<file path="src/rtl/txm_pkg.sv">
package txm_pkg;

  localparam int unsigned BITS_PER_SLOT = 8;
  localparam int unsigned E1_SLOTS      = 32;
  localparam int unsigned E1_MF_FRAMES  = 16;
  localparam int unsigned T1_CHANS      = 24;
  localparam int unsigned T1_MF_FRAMES  = 24;
  localparam int unsigned ROB_EVERY     = 6;
  localparam int unsigned SA_COUNT      = 5;
  localparam int unsigned SA_FIRST0     = 3;  // zero-based bit index of Sa4

  typedef struct packed {
    logic mf;
    logic sig;
    logic dl;
  } marks_t;

  // frame0 is zero-based; true for the last frame of each group of 'every'
  function automatic logic rob_frame(input int unsigned frame0,
                                     input int unsigned every);
    return ((frame0 + 1) % every) == 0;
  endfunction

  // true when bit0 lies in the Sa window and its enable is set
  function automatic logic sa_hit(input int unsigned bit0,
                                  input logic [SA_COUNT-1:0] en,
                                  input int unsigned first0);
    logic r;
    r = 1'b0;
    for (int unsigned k = 0; k < SA_COUNT; k++) begin
      if (bit0 == first0 + k) r = en[k];
    end
    return r;
  endfunction

endpackage

</file>
<file path="src/rtl/txm_pos_counter.sv">
module txm_pos_counter
  import txm_pkg::*;
#(
  parameter int unsigned SLOT_BITS  = BITS_PER_SLOT,
  parameter int unsigned N_E1_SLOTS = E1_SLOTS,
  parameter int unsigned N_E1_FRMS  = E1_MF_FRAMES,
  parameter int unsigned N_T1_CHANS = T1_CHANS,
  parameter int unsigned N_T1_FRMS  = T1_MF_FRAMES,
  localparam int unsigned MAX_SLOTS = (N_E1_SLOTS > N_T1_CHANS) ? N_E1_SLOTS : N_T1_CHANS,
  localparam int unsigned MAX_FRMS  = (N_E1_FRMS > N_T1_FRMS) ? N_E1_FRMS : N_T1_FRMS,
  localparam int unsigned BIT_W     = $clog2(SLOT_BITS),
  localparam int unsigned SLOT_W    = $clog2(MAX_SLOTS),
  localparam int unsigned FRM_W     = $clog2(MAX_FRMS)
) (
  input  logic              clk,
  input  logic              rst,
  input  logic              bit_en,
  input  logic              t1,          // framing in force
  input  logic              restart,     // mode change seen
  input  logic              restart_t1,  // framing to restart in
  output logic [BIT_W-1:0]  bit_q,
  output logic [SLOT_W-1:0] slot_q,
  output logic [FRM_W-1:0]  frame_q,
  output logic              fbit_q,
  output logic              frame_end,
  output logic              mf_end
);

  localparam logic [BIT_W-1:0]  BIT_LAST     = BIT_W'(SLOT_BITS - 1);
  localparam logic [SLOT_W-1:0] E1_SLOT_LAST = SLOT_W'(N_E1_SLOTS - 1);
  localparam logic [SLOT_W-1:0] T1_SLOT_LAST = SLOT_W'(N_T1_CHANS - 1);
  localparam logic [FRM_W-1:0]  E1_FRM_LAST  = FRM_W'(N_E1_FRMS - 1);
  localparam logic [FRM_W-1:0]  T1_FRM_LAST  = FRM_W'(N_T1_FRMS - 1);

  logic last_bit, last_slot, last_frame;

  always_comb begin
    last_bit   = (bit_q == BIT_LAST);
    last_slot  = (slot_q == (t1 ? T1_SLOT_LAST : E1_SLOT_LAST));
    last_frame = (frame_q == (t1 ? T1_FRM_LAST : E1_FRM_LAST));
    frame_end  = bit_en && !fbit_q && last_bit && last_slot;
    mf_end     = frame_end && last_frame;
  end

  always_ff @(posedge clk) begin
    if (rst || restart) begin
      bit_q   <= '0;
      slot_q  <= '0;
      frame_q <= '0;
      fbit_q  <= restart_t1;
    end else if (bit_en) begin
      if (fbit_q) begin
        fbit_q <= 1'b0;
      end else if (last_bit) begin
        bit_q <= '0;
        if (last_slot) begin
          slot_q  <= '0;
          frame_q <= last_frame ? '0 : frame_q + 1'b1;
          fbit_q  <= t1;
        end else begin
          slot_q <= slot_q + 1'b1;
        end
      end else begin
        bit_q <= bit_q + 1'b1;
      end
    end
  end

endmodule

</file>
<file path="src/rtl/txm_e1_decode.sv">
module txm_e1_decode
  import txm_pkg::*;
#(
  parameter int unsigned SLOT_BITS  = BITS_PER_SLOT,
  parameter int unsigned N_SLOTS    = E1_SLOTS,
  parameter int unsigned BIT_W      = 3,
  parameter int unsigned SLOT_W     = 5,
  parameter int unsigned FRM_W      = 5
) (
  input  logic [BIT_W-1:0]    bit_q,
  input  logic [SLOT_W-1:0]   slot_q,
  input  logic [FRM_W-1:0]    frame_q,
  input  logic [N_SLOTS-1:0]  slot_en,
  input  logic [SA_COUNT-1:0] sa_en,
  output marks_t              marks
);

  logic at_slot0;
  logic sa_frame;

  always_comb begin
    at_slot0  = (slot_q == '0);
    sa_frame  = frame_q[0];          // zero-based odd = no alignment word
    marks.mf  = at_slot0 && (bit_q == '0) && (frame_q == '0);
    marks.sig = slot_en[slot_q];
    marks.dl  = at_slot0 && sa_frame && sa_hit(32'(bit_q), sa_en, SA_FIRST0);
  end

endmodule

</file>
<file path="src/rtl/txm_t1_decode.sv">
module txm_t1_decode
  import txm_pkg::*;
#(
  parameter int unsigned SLOT_BITS  = BITS_PER_SLOT,
  parameter int unsigned N_CHANS    = T1_CHANS,
  parameter int unsigned ROB_PERIOD = ROB_EVERY,
  parameter int unsigned BIT_W      = 3,
  parameter int unsigned SLOT_W     = 5,
  parameter int unsigned FRM_W      = 5
) (
  input  logic [BIT_W-1:0]   bit_q,
  input  logic [SLOT_W-1:0]  slot_q,
  input  logic [FRM_W-1:0]   frame_q,
  input  logic               fbit_q,
  input  logic [N_CHANS-1:0] chan_en,
  input  logic               esf_sel,
  input  logic               rbs_en,
  output marks_t             marks
);

  localparam logic [BIT_W-1:0] BIT_LAST = BIT_W'(SLOT_BITS - 1);

  logic robbed_pos;
  logic chan_hit;

  always_comb begin
    robbed_pos = (bit_q == BIT_LAST) && rob_frame(32'(frame_q), ROB_PERIOD);
    chan_hit   = chan_en[slot_q];
    marks.mf   = fbit_q && (frame_q == '0);
    // zero-based even frame = one-based odd frame
    marks.dl   = esf_sel && fbit_q && !frame_q[0];
    marks.sig  = !fbit_q && (rbs_en ? robbed_pos : chan_hit);
  end

endmodule

</file>
<file path="src/rtl/txmark_gen.sv">
module txmark_gen
  import txm_pkg::*;
#(
  parameter int unsigned SLOT_BITS  = BITS_PER_SLOT,
  parameter int unsigned N_E1_SLOTS = E1_SLOTS,
  parameter int unsigned N_E1_FRMS  = E1_MF_FRAMES,
  parameter int unsigned N_T1_CHANS = T1_CHANS,
  parameter int unsigned N_T1_FRMS  = T1_MF_FRAMES,
  parameter int unsigned ROB_PERIOD = ROB_EVERY,
  localparam int unsigned MAX_SLOTS = (N_E1_SLOTS > N_T1_CHANS) ? N_E1_SLOTS : N_T1_CHANS,
  localparam int unsigned MAX_FRMS  = (N_E1_FRMS > N_T1_FRMS) ? N_E1_FRMS : N_T1_FRMS,
  localparam int unsigned BIT_W     = $clog2(SLOT_BITS),
  localparam int unsigned SLOT_W    = $clog2(MAX_SLOTS),
  localparam int unsigned FRM_W     = $clog2(MAX_FRMS)
) (
  input  logic                  clk,
  input  logic                  rst,
  input  logic                  bit_en,
  input  logic                  mode_t1,
  input  logic                  esf_sel,
  input  logic                  rbs_en,
  input  logic [N_E1_SLOTS-1:0] slot_en,
  input  logic [SA_COUNT-1:0]   sa_en,
  output logic                  mf_begin,
  output logic                  sig_mark,
  output logic                  dl_mark
);

  // named internal events, visible to the bound checker
  logic              mode_q;
  logic              mode_flip;
  logic [BIT_W-1:0]  cur_bit;
  logic [SLOT_W-1:0] cur_slot;
  logic [FRM_W-1:0]  cur_frame;
  logic              cur_fbit;
  logic              frame_end;
  logic              mf_end;
  marks_t            e1_marks;
  marks_t            t1_marks;
  marks_t            sel_marks;

  always_ff @(posedge clk) begin
    mode_q <= mode_t1;
  end

  assign mode_flip = !rst && (mode_t1 != mode_q);

  txm_pos_counter #(
    .SLOT_BITS (SLOT_BITS),
    .N_E1_SLOTS(N_E1_SLOTS),
    .N_E1_FRMS (N_E1_FRMS),
    .N_T1_CHANS(N_T1_CHANS),
    .N_T1_FRMS (N_T1_FRMS)
  ) u_pos (
    .clk       (clk),
    .rst       (rst),
    .bit_en    (bit_en),
    .t1        (mode_q),
    .restart   (mode_flip),
    .restart_t1(mode_t1),
    .bit_q     (cur_bit),
    .slot_q    (cur_slot),
    .frame_q   (cur_frame),
    .fbit_q    (cur_fbit),
    .frame_end (frame_end),
    .mf_end    (mf_end)
  );

  txm_e1_decode #(
    .SLOT_BITS(SLOT_BITS),
    .N_SLOTS  (N_E1_SLOTS),
    .BIT_W    (BIT_W),
    .SLOT_W   (SLOT_W),
    .FRM_W    (FRM_W)
  ) u_e1 (
    .bit_q  (cur_bit),
    .slot_q (cur_slot),
    .frame_q(cur_frame),
    .slot_en(slot_en),
    .sa_en  (sa_en),
    .marks  (e1_marks)
  );

  txm_t1_decode #(
    .SLOT_BITS (SLOT_BITS),
    .N_CHANS   (N_T1_CHANS),
    .ROB_PERIOD(ROB_PERIOD),
    .BIT_W     (BIT_W),
    .SLOT_W    (SLOT_W),
    .FRM_W     (FRM_W)
  ) u_t1 (
    .bit_q  (cur_bit),
    .slot_q (cur_slot),
    .frame_q(cur_frame),
    .fbit_q (cur_fbit),
    .chan_en(slot_en[N_T1_CHANS-1:0]),
    .esf_sel(esf_sel),
    .rbs_en (rbs_en),
    .marks  (t1_marks)
  );

  assign sel_marks = mode_q ? t1_marks : e1_marks;
  assign mf_begin  = sel_marks.mf;
  assign sig_mark  = sel_marks.sig;
  assign dl_mark   = sel_marks.dl;

endmodule

</file>
<file path="config.mk">
export PLATFORM = sky130hd
export DESIGN_NAME = txmark_gen
export DESIGN_NICKNAME = d
export VERILOG_FILES = /design/src/rtl/txm_pkg.sv /design/src/rtl/txm_pos_counter.sv /design/src/rtl/txm_e1_decode.sv /design/src/rtl/txm_t1_decode.sv /design/src/rtl/txmark_gen.sv
export SDC_FILE = /design/constraint.sdc
export NUM_CORES = 1
export LEC_CHECK = 0
export CORE_MARGIN = 2
export CORE_UTILIZATION = 29
export DETAILED_ROUTE_END_ITERATION = 16
export GPL_TIMING_DRIVEN = 0
export PLACE_DENSITY = 0.61
export SETUP_SLACK_MARGIN = 0.3
export SYNTH_ARGS = -nofsm -noshare
export SYNTH_HDL_FRONTEND = slang
export SYNTH_SLANG_ARGS = --single-unit
</file>
<file path="constraint.sdc">
create_clock -name clk -period 4.8 [get_ports clk]
set_input_delay 0.72 -clock clk [delete_from_list [all_inputs] [get_ports clk]]
set_output_delay 0.72 -clock clk [all_outputs]
set_load 0.02 [all_outputs]
</file>
# Yosys cells after proc, flatten, opt, wreduce, memory -nomap -nowiden
# Index checks and enable logic that the tools add are counted.
[totals]
regBits = 15
ramBits = 0
romBits = 0
in_bits = 43
memories = 0
latch_bits = 0
wordCells = 63
out_inout_bits = 3
[op_classes]
shift = 0
bitwise = 1
n_mux = 21
add_sub_neg = 4
n_reduce_logical = 22
mul = 0
n_lt_le_gt_ge = 1
n_div = 1
eq_ne = 8
[ops]
columns = ["cell", "n"]
rows = [
  ["$logic_not A32 Y1", 1],
  ["$mod A32 B3 Y32 const B", 1],
  ["$mux W5", 3],
  ["$mux W1", 13],
  ["$eq A3 B3 Y1 const B", 4],
  ["$add A5 B1 Y5 const B", 2],
  ["$bmux W1 S5", 2],
  ["$eq A5 B5 Y1", 2],
  ["$logic_and A1 B1 Y1", 10],
  ["$logic_not A5 Y1", 2],
  ["$add A5 B1 Y6 const B", 1],
  ["$lt A5 B6 Y1 const B", 1],
  ["$mux W3", 2],
  ["$mux W4", 1],
  ["$reduce_and A4 Y1", 1],
  ["$add A3 B1 Y3 const B", 1],
  ["$eq A3 B2 Y1 const B", 1],
  ["$logic_not A1 Y1", 3],
  ["$logic_not A3 Y1", 1],
  ["$reduce_and A3 Y1", 1],
  ["$reduce_and A2 Y1", 1],
  ["$reduce_bool A2 Y1", 1],
  ["$logic_or A1 B1 Y1", 1],
  ["$ne A1 B1 Y1", 1],
  ["$not A1 Y1", 1],
]

# Depth between registers and ports, before layout
# Gate-level depths: netlist (run 1).
[logic_depth]
word_depth = 8
mapped_depth = 14
depth_no_buf = 13

# By module
# From an unflattened synthesis (run 1), not the netlist that was laid out.
[unflattened]
hier_cells = 198
area_unflattened_um2 = 1740.4
[modules_own_cells]
columns = ["mod", "area_each_um2", "cells_each", "seq_area_each_um2", "n_inst"]
rows = [
  ["txm_pos_counter", 715.7, 80, 290.3, 1],
  ["txm_t1_decode", 560.5, 63, 0.0, 1],
  ["txm_e1_decode", 397.9, 49, 0.0, 1],
  ["txmark_gen", 66.3, 6, 20.0, 1],
]

# Least setup slack after synthesis (run 1)
# OpenSTA, ideal clock, no wires.
[synth_timing]
path_type = "reg-to-output"
start = "register u_pos.frame_q[0]"
end = "output sig_mark"
path_slack_ns = 1.143
arrival_ns = 2.937
path_stages_with_launch = 14
t_required_ns = 4.080
cell_sequence = "dfxtp_1 ha_1 buf_6 nand3_1 xnor2_1 ha_1 nand4bb_1 o311ai_1 o211a_2 or3_1 ha_1 a2111o_1 o31ai_1 a32o_1"
[synth_via]
elab_chain_cells = 7
[synth_rtl]
columns = ["element", "line_no", "rtl"]
rows = [
  ["start: declaration", "txm_pos_counter.sv:23", "output logic [FRM_W-1:0] frame_q,"],
  ["start signal: assignment", "txm_pos_counter.sv:58", "frame_q <= last_frame ? '0 : frame_q + 1'b1;"],
  ["$add A5 B1 Y6", "txm_pkg.sv:21", "return ((frame0 + 1) % every) == 0;"],
  ["$mod A32 B3 Y32", "txm_pkg.sv:21", ""],
  ["$logic_not A32 Y1", "txm_pkg.sv:21", ""],
  ["$logic_and A1 B1 Y1", "txm_t1_decode.sv:27", "robbed_pos = (bit_q == BIT_LAST) && rob_frame(32'(frame_q), ROB_PERIOD);"],
  ["$mux W1", "txm_t1_decode.sv:32", "marks.sig = !fbit_q && (rbs_en ? robbed_pos : chan_hit);"],
  ["$logic_and A1 B1 Y1", "txm_t1_decode.sv:32", ""],
  ["$mux W3", "txmark_gen.sv:102", "assign sel_marks = mode_q ? t1_marks : e1_marks;"],
  ["end: declaration", "txmark_gen.sv:25", "output logic sig_mark,"],
]
# Every way passes these cells.

# Worst setup path in the final report (run 1)
# Same ends and word-level chain as after synthesis.

==> metrics.md, run 1 <==
| Metric | Value |
|---|---|
| Status | complete, no violations |
| CTS H-tree depth | 1 |
| Min cycle time layout | 4.32 ns |
| Critical path required time | 4.08 ns |
| Area of the multi-input gates | 1120 um^2 |
| Register Area | 315 um^2 |
| Routed wire length | 3.64 mm |
| Top area cells in the synthesized netlist | dfxtp_1 (18%), mux4_2 (12%), ha_1 (11%), nor2_1 (6.4%), inv_1 (3.7%) |
| Resize count post-CTS | 2 |
| Max Cap Viol | 0 |
| CP Class | flop to output port |
| Post-synthesis sequential area ratio | 20.3% |
| R2r setup slk | 2.71 ns |
| Post-synthesis register bit count | 15 |
| First-pass GRT wire length | 6.29 mm |
| Mean Syn Cell Area | 8.32 um^2 |
| Crit path capture type | output port |
| Buffers on Ports | 45 |
| VDD IR max | 107 uV |
| Die Y | 76.6 um |
| CTS sink count | 15 |
| Area delta synth->final | 39.0% |
| Hold Vio Cnt, Final | 0 |
| DR vias | 1466 |
| Cell taking the most area after synthesis | dfxtp_1 |
| Syn. warnings | 0 |
| Max-slew violations | 0 |
| Die W | 76.6 um |
| Post-synth top flop | dfxtp_1 |
| Fill count | 547 |
| TritonCTS Buffers | 3 |
| Setup Viol. Count Final | 0 |
| EDFF count, synth | 1 |
| Worst Tran Pin Value | 0.503 ns |
| Antenna diodes | 0 |
| Worst Path Arrival | 3.60 ns |
| Met1 usage | 16.9% |
| Vias in the first global route | 1404 |
| DRT iter0 DRCs | 49 |
| Final core occ | 41.6% |
| Mapped Cells | 184 |
| Reg2reg end | u_pos.frame_q[3]$_SDFFE_PP0P_ |
| CTS hold repair buffers | 0 |
| Post-place setup slack | 0.410 ns |
| Setup crit start kind | flop |
| Gr busiest metal | met2 |
| GP Congestion | 0.832 |
| HP Class | flop to flop |
| GRT Residual Overflow | 0 |
| Slew margin rel. | 66.5% |
| GR Layer Usage met2 | 21.4% |
| Worst-path fanout max | 10 |
| Post-Syn Area | 1530 um^2 |
| Max Freq | 232 MHz |
| Syn nets | 240 |
| Leak pwr | 0.764 nW |
| Total Routing Usage GR | 12.8% |
| Nets@finish | 290 |
| Initial Util | 30.0% |
| Routed vias/inst | 4.84 |
| DRC viols | 0 |
| Met3 GRT Util | 1.54% |
| CTS tree | yes |
| Reg-to-Reg Start | u_pos.bit_q[0]$_SDFFE_PP0P_ |
| Power, Total | 298 uW |
| Worst reg2reg path depth | 8 |
| Post-DRT Antenna Nets | 0 |
| Most frequent cell after synthesis | nor2_1 |
| Clock Tree Buf Depth | 2 |
| # rows | 26 |
| Clk root buf | clkbuf_8 |
| Largest net degree at the start of global routing | 11 |
| WHS Path Cells | 2 |
| Period utilisation layout | 89.9% |
| Final Hold Slack | 0.570 ns |
| Hold_sp | u_pos.frame_q[1]$_SDFFE_PP0P_ |
| Layout cells sized above 1 | 12.0% |
| Post-route setup slack | 0.483 ns |
| Power per Cell Area | 140 nW/um^2 |
| CORE AREA | 5110 um^2 |
| Most frequent cells after synthesis | nor2_1 (26), inv_1 (15), dfxtp_1 (14) |
| CTS clk-pin slew, worst paths | 0.06 ns |
| DIE AREA | 5870 um^2 |
| Worst skew pair latency | 0.24 ns |
| Ports | 46 |
| RSZ-0062 raised after global routing | no |
| Post-CTS Setup Bufs | 0 |
| TNS Setup | 0 ns |
| Area share of the largest cell type after synthesis | 18.3% |
| Initial antenna violation count | 0 |
| Async set-or-reset flop fraction in the synthesized netlist | 0% |
| Hold Path End | u_pos.frame_q[1]$_SDFFE_PP0P_ |
| Avg WL per Cell | 12.0 um |
| 1st-pass router iterations | 4 |
| Post-synth cell types | 49 |
| DP Wirelength | 3.02 mm |
| Clk_skew | 0.00580 ns |
power breakdown:
part / switching (mW) / internal (mW) / total (mW)
logic: 0.0214 / 0.0454 / 0.0668
clock network: 0.0436 / 0.0573 / 0.101
registers: 0.00251 / 0.128 / 0.130
total: 0.0675 / 0.230 / 0.298
per-layer routing:
| layer | share of wire, % | vias to the layer above |
|---|---|---|
| li1 | - | 771 |
| met1 | 49 | 651 |
| met2 | 45 | 40 |
| met3 | 4.6 | 4 |
| met4 | 1.2 | 0 |
| met5 | 0 | - |
worst max-delay path by stage:
stage	cells past startpoint	endpoint	slack, ns	from
finish	15	sig_mark	0.48	u_pos.frame_q[0]$_SDFFE_PP0P_
global placement	15	sig_mark	0.36	u_pos.frame_q[0]$_SDFFE_PP0P_
detailed placement	15	sig_mark	0.41	u_pos.frame_q[0]$_SDFFE_PP0P_
CTS	15	sig_mark	0.43	u_pos.frame_q[1]$_SDFFE_PP0P_
floorplan	13	sig_mark	1.14	u_pos.frame_q[0]$_SDFFE_PP0P_
global route	15	sig_mark	0.28	u_pos.frame_q[0]$_SDFFE_PP0P_
cell families (layout without fill, tap and decap cells):
family	count (synthesis)	count (layout)	share of synthesized area, %
AND/OR/NAND/NOR	71	71	23.2
AO/OA/AOI/OAI	35	35	16.5
buffers and inverters	26	75	7.28
multiplexers	16	16	17.5
flip-flops	15	15	20.3
adder cells (fa/ha/maj)	13	13	10.6
XOR/XNOR	8	8	4.58
cell type report:
cell class	instances	area share (%)
buffer	11	2.59
clock buffer	3	1.94
clock inverter	1	0.235
inverter	15	2.65
multi-input combinational	143	52.5
sequential	15	14.8
tap	70	4.12
timing repair buffer	45	21.1
critical path: stages, from the launching register on:
cell and delay, ns:
dfxtp_4 0.39, ha_2 0.21, buf_6 0.14, nand3_1 0.09, xnor2_1 0.17, ha_1 0.31
nand4bb_1 0.13, o311ai_1 0.10, o211a_2 0.16, or3_1 0.35, ha_1 0.23, a311oi_2 0.27
a2111o_1 0.15, o31ai_1 0.07, a32o_1 0.27, dlygate4sd2_1 0.31
state kept, by name, summed over array words and instances (netlist names):
register,cells
u_pos.bit_q,3
u_pos.fbit_q,1
mode_q,1
u_pos.frame_q,5
u_pos.slot_q,5
placed cells by master (no fill, tap or decap), drive strengths merged, types with 7 or more instances in the layout:
cell,synthesis,routed
dfxtp,14,14
clkdlybuf4s50,0,44
ha,13,13
clkbuf,5,8
inv,15,15
nand3,7,7
mux4,8,8
o21ai,8,8
nand2,10,10
nor2,26,26
per-stage QoR:
step	instances	cell area, um^2
6_report	303	2130
5_1_grt	303	2130
4_1_cts	303	2110
3_5_place_dp	299	2070
3_3_place_gp	299	2070
2_1_floorplan	184	1530
No activity file was read; power rests on OpenSTA's default activity.
==> run 2, diff against run 1 <==
- CTS_BUF_LIST: default -> sky130_fd_sc_hd__clkbuf_4 sky130_fd_sc_hd__clkbuf_8
==> results of run 2 <==
No change in the layout: final DEF, timing and power equal those of run 1.
==> run 3, diff against run 2 <==
- CORE_ASPECT_RATIO: default -> 1.1
==> run 3 against run 2 <==
Compared with the run above:
- cell count down 4.0%
- register-to-register slack better by 0.07 ns
- worst setup slack better by 0.11 ns
- global-route usage is 1.1 points higher
- critical path depth did not move
- critical endpoint unchanged
- largest power group unchanged
- highest routed layer unchanged
==> metrics.md, run 3 (synthesized netlist as in run 1, its figures left out) <==
| Metric | Value |
|---|---|
| Status | complete, no violations |
| First-pass GRT wire length | 6.55 mm (+4.2%) |
| Worst Tran Pin Value | 0.506 ns (+0.00297 ns) |
| Max Cap Viol | 0 (unchanged) |
| CTS hold repair buffers | 0 (unchanged) |
| Power, Total | 307 uW (+3.0%) |
| Hold Path End | u_pos.bit_q[2]$_SDFFE_PP0P_ |
| CORE AREA | 5030 um^2 (-1.4%) |
| 1st-pass router iterations | 4 (unchanged) |
| Final core occ | 42.1% (+0.44 points) |
| Power per Cell Area | 145 nW/um^2 (+3.4%) |
| DR vias | 1475 (+0.61%) |
| Setup crit start kind | flop |
| # rows | 27 (+3.8%) |
| Avg WL per Cell | 13.1 um (+9.6%) |
| RSZ-0062 raised after global routing | no |
| DIE AREA | 5870 um^2 (about the same) |
| TNS Setup | 0 ns (unchanged) |
| Final design area excluding fillers | 2120 um^2 (-0.41%) |
| Most frequent CP cell | ha_1 |
| Highest cell delay on the worst timing path | 0.39 ns (about the same) |
| CP Class | flop to output port |
| Ports | 46 (unchanged) |
| Min cycle time layout | 4.21 ns (-0.107 ns) |
| Max Freq | 238 MHz (+2.5%) |
| Worst reg2reg path depth | 8 (unchanged) |
| Hold Vio Cnt, Final | 0 (unchanged) |
| WHS Path Cells | 2 (unchanged) |
| Area delta synth->final | 38.4% |
| TritonCTS Buffers | 3 (unchanged) |
| GRT Residual Overflow | 0 (unchanged) |
| CTS sink count | 15 (unchanged) |
| Buffers on Ports | 45 (unchanged) |
| Setup Viol. Count Final | 0 (unchanged) |
| CP Cell Sequence | ha_2 > buf_6 > nand3_1 > xnor2_2 > ha_1 > nand4bb_1 > o311ai_1 > o211a_2 > or3_1 > ha_1 > a311oi_2 > a2111o_1 > o31ai_1 > a32o_1 > clkbuf_2 |
| Largest regs | u_pos.frame_q: 5 flops, u_pos.slot_q: 5 flops, u_pos.bit_q: 3 flops |
| Reg-to-Reg Start | u_pos.bit_q[0]$_SDFFE_PP0P_ |
| Die W | 73.3 um (-4.4%) |
| Worst Path Arrival | 3.49 ns (-0.11 ns) |
| Worst-path fanout max | 10 (unchanged) |
| Worst skew pair latency | 0.25 ns (about the same) |
| R2r setup slk | 2.78 ns (+0.07 ns) |
| Hold_sp | u_pos.bit_q[2]$_SDFFE_PP0P_ |
| Most common cell after layout, fill and taps aside | clkdlybuf4s50_1 |
| GP Congestion | 0.886 (+6.5%) |
| Vias in the first global route | 1474 (+5.0%) |
| Crit path capture type | output port |
| Placed inst area | 2050 um^2 (-0.73%) |
| Clock Tree Buf Depth | 2 (unchanged) |
| Max-slew violations | 0 (unchanged) |
| CTS H-tree depth | 1 (unchanged) |
| Commonest cells after routing, fill and taps aside | clkdlybuf4s50_1 (44), nor2_1 (26), inv_1 (15), ha_1 (12), dfxtp_1 (12) |
| DRC viols | 0 (unchanged) |
| Clk_skew | 0.00276 ns (-0.00304 ns) |
| DRT iter0 DRCs | 35 (-29%) |
| Largest net degree at the start of global routing | 11 (unchanged) |
| CTS clk-pin slew, worst paths | 0.06 ns (about the same) |
| Critical path required time | 4.08 ns (about the same) |
| VDD IR max | 104 uV (-2.6%) |
| Antenna diodes | 0 (unchanged) |
| Period utilisation layout | 87.7% (-2.2 points) |
| CTS tree | yes |
| DP Wirelength | 3.15 mm (+4.5%) |
| Slew margin rel. | 66.3% (-0.20 points) |
| Total Routing Usage GR | 13.9% (+1.1 points) |
| Critical-path top delay cell | dfxtp_4 |
| Post-DRT Antenna Nets | 0 (unchanged) |
| Nets@finish | 290 (unchanged) |
| Layout cells sized above 1 | 12.9% (+0.86 points) |
| Routed wire length | 3.83 mm (+5.3%) |
| HP Class | flop to flop |
| Initial antenna violation count | 0 (unchanged) |
| Routed vias/inst | 5.07 (+4.8%) |
| Die Y | 80.2 um (+4.6%) |
| Reg2reg end | u_pos.frame_q[3]$_SDFFE_PP0P_ |
| Initial Util | 30.4% (+0.44 points) |
| Leak pwr | 0.772 nW (+1.0%) |
| Clk root buf | clkbuf_8 |
==> run 3: worst max-delay path, delay by kind of cell (launching register included) <==
kind	cells	cell delay (ns)
XOR/XNOR	1	0.17
flip-flops	1	0.39
adder cells (fa/ha/maj)	3	0.73
AND/OR/NAND/NOR	3	0.60
AO/OA/AOI/OAI	6	1.03
buffers and inverters	2	0.29
==> run 3: how the worst max path moves through the flow <==
stage,startpoint,slack [ns],cells past startpoint,end
finish,u_pos.frame_q[0]$_SDFFE_PP0P_,0.59,15,sig_mark
global route,u_pos.frame_q[0]$_SDFFE_PP0P_,0.39,15,sig_mark
CTS,u_pos.frame_q[1]$_SDFFE_PP0P_,0.37,15,sig_mark
detailed placement,u_pos.frame_q[0]$_SDFFE_PP0P_,0.31,14,sig_mark
global placement,u_pos.frame_q[0]$_SDFFE_PP0P_,0.32,14,sig_mark
floorplan,u_pos.frame_q[0]$_SDFFE_PP0P_,1.14,13,sig_mark
==> run 3: per-stage QoR <==
| step | hold slack [ns] | std cells | setup WS, ns |
|---|---|---|---|
| finish | 0.569 | 291 | 0.590 |
| global route | 0.604 | 291 | 0.390 |
| CTS | 0.571 | 291 | 0.374 |
| detailed placement | 0.564 | 287 | 0.314 |
| global placement | 0.552 | 287 | 0.320 |
| floorplan | 0.527 | 184 | 1.14 |
==> run 3: repair_timing <==
action	4_1_cts	5_1_grt
buffers inserted	0	0
resized for setup	2	7
setup endpoints to repair	1	1
pin swaps	0	0
==> run 3: report_power, final <==
part	switching (mW)	internal, mW	leakage [nW]	total [mW]
combinational	0.0217	0.0453	0.620	0.0670
clock	0.0454	0.0645	0.0262	0.110
sequential	0.00233	0.128	0.125	0.130
total	0.0694	0.237	0.772	0.307
==> run 3: area by class of cell <==
type                            count  area (um^2)
Buffer                             11         55.1
Clock buffer                        4         48.8
Fill cell                         503         2920
Inverter                           15         56.3
Multi-Input combinational cell    143         1120
Sequential cell                    15          315
Tap cell                           58         72.6
Timing Repair Buffer               45          445
==> run 3: routing by layer <==
metal | global-route usage [%] | share of wire [%] | up-vias
met3 | 3.14 | 3.0 | 3
met2 | 25.0 | 52 | 26
met5 | 0 | 0 | -
met4 | 1.11 | 0.31 | 0
li1 | - | - | 769
met1 | 17.2 | 44 | 677
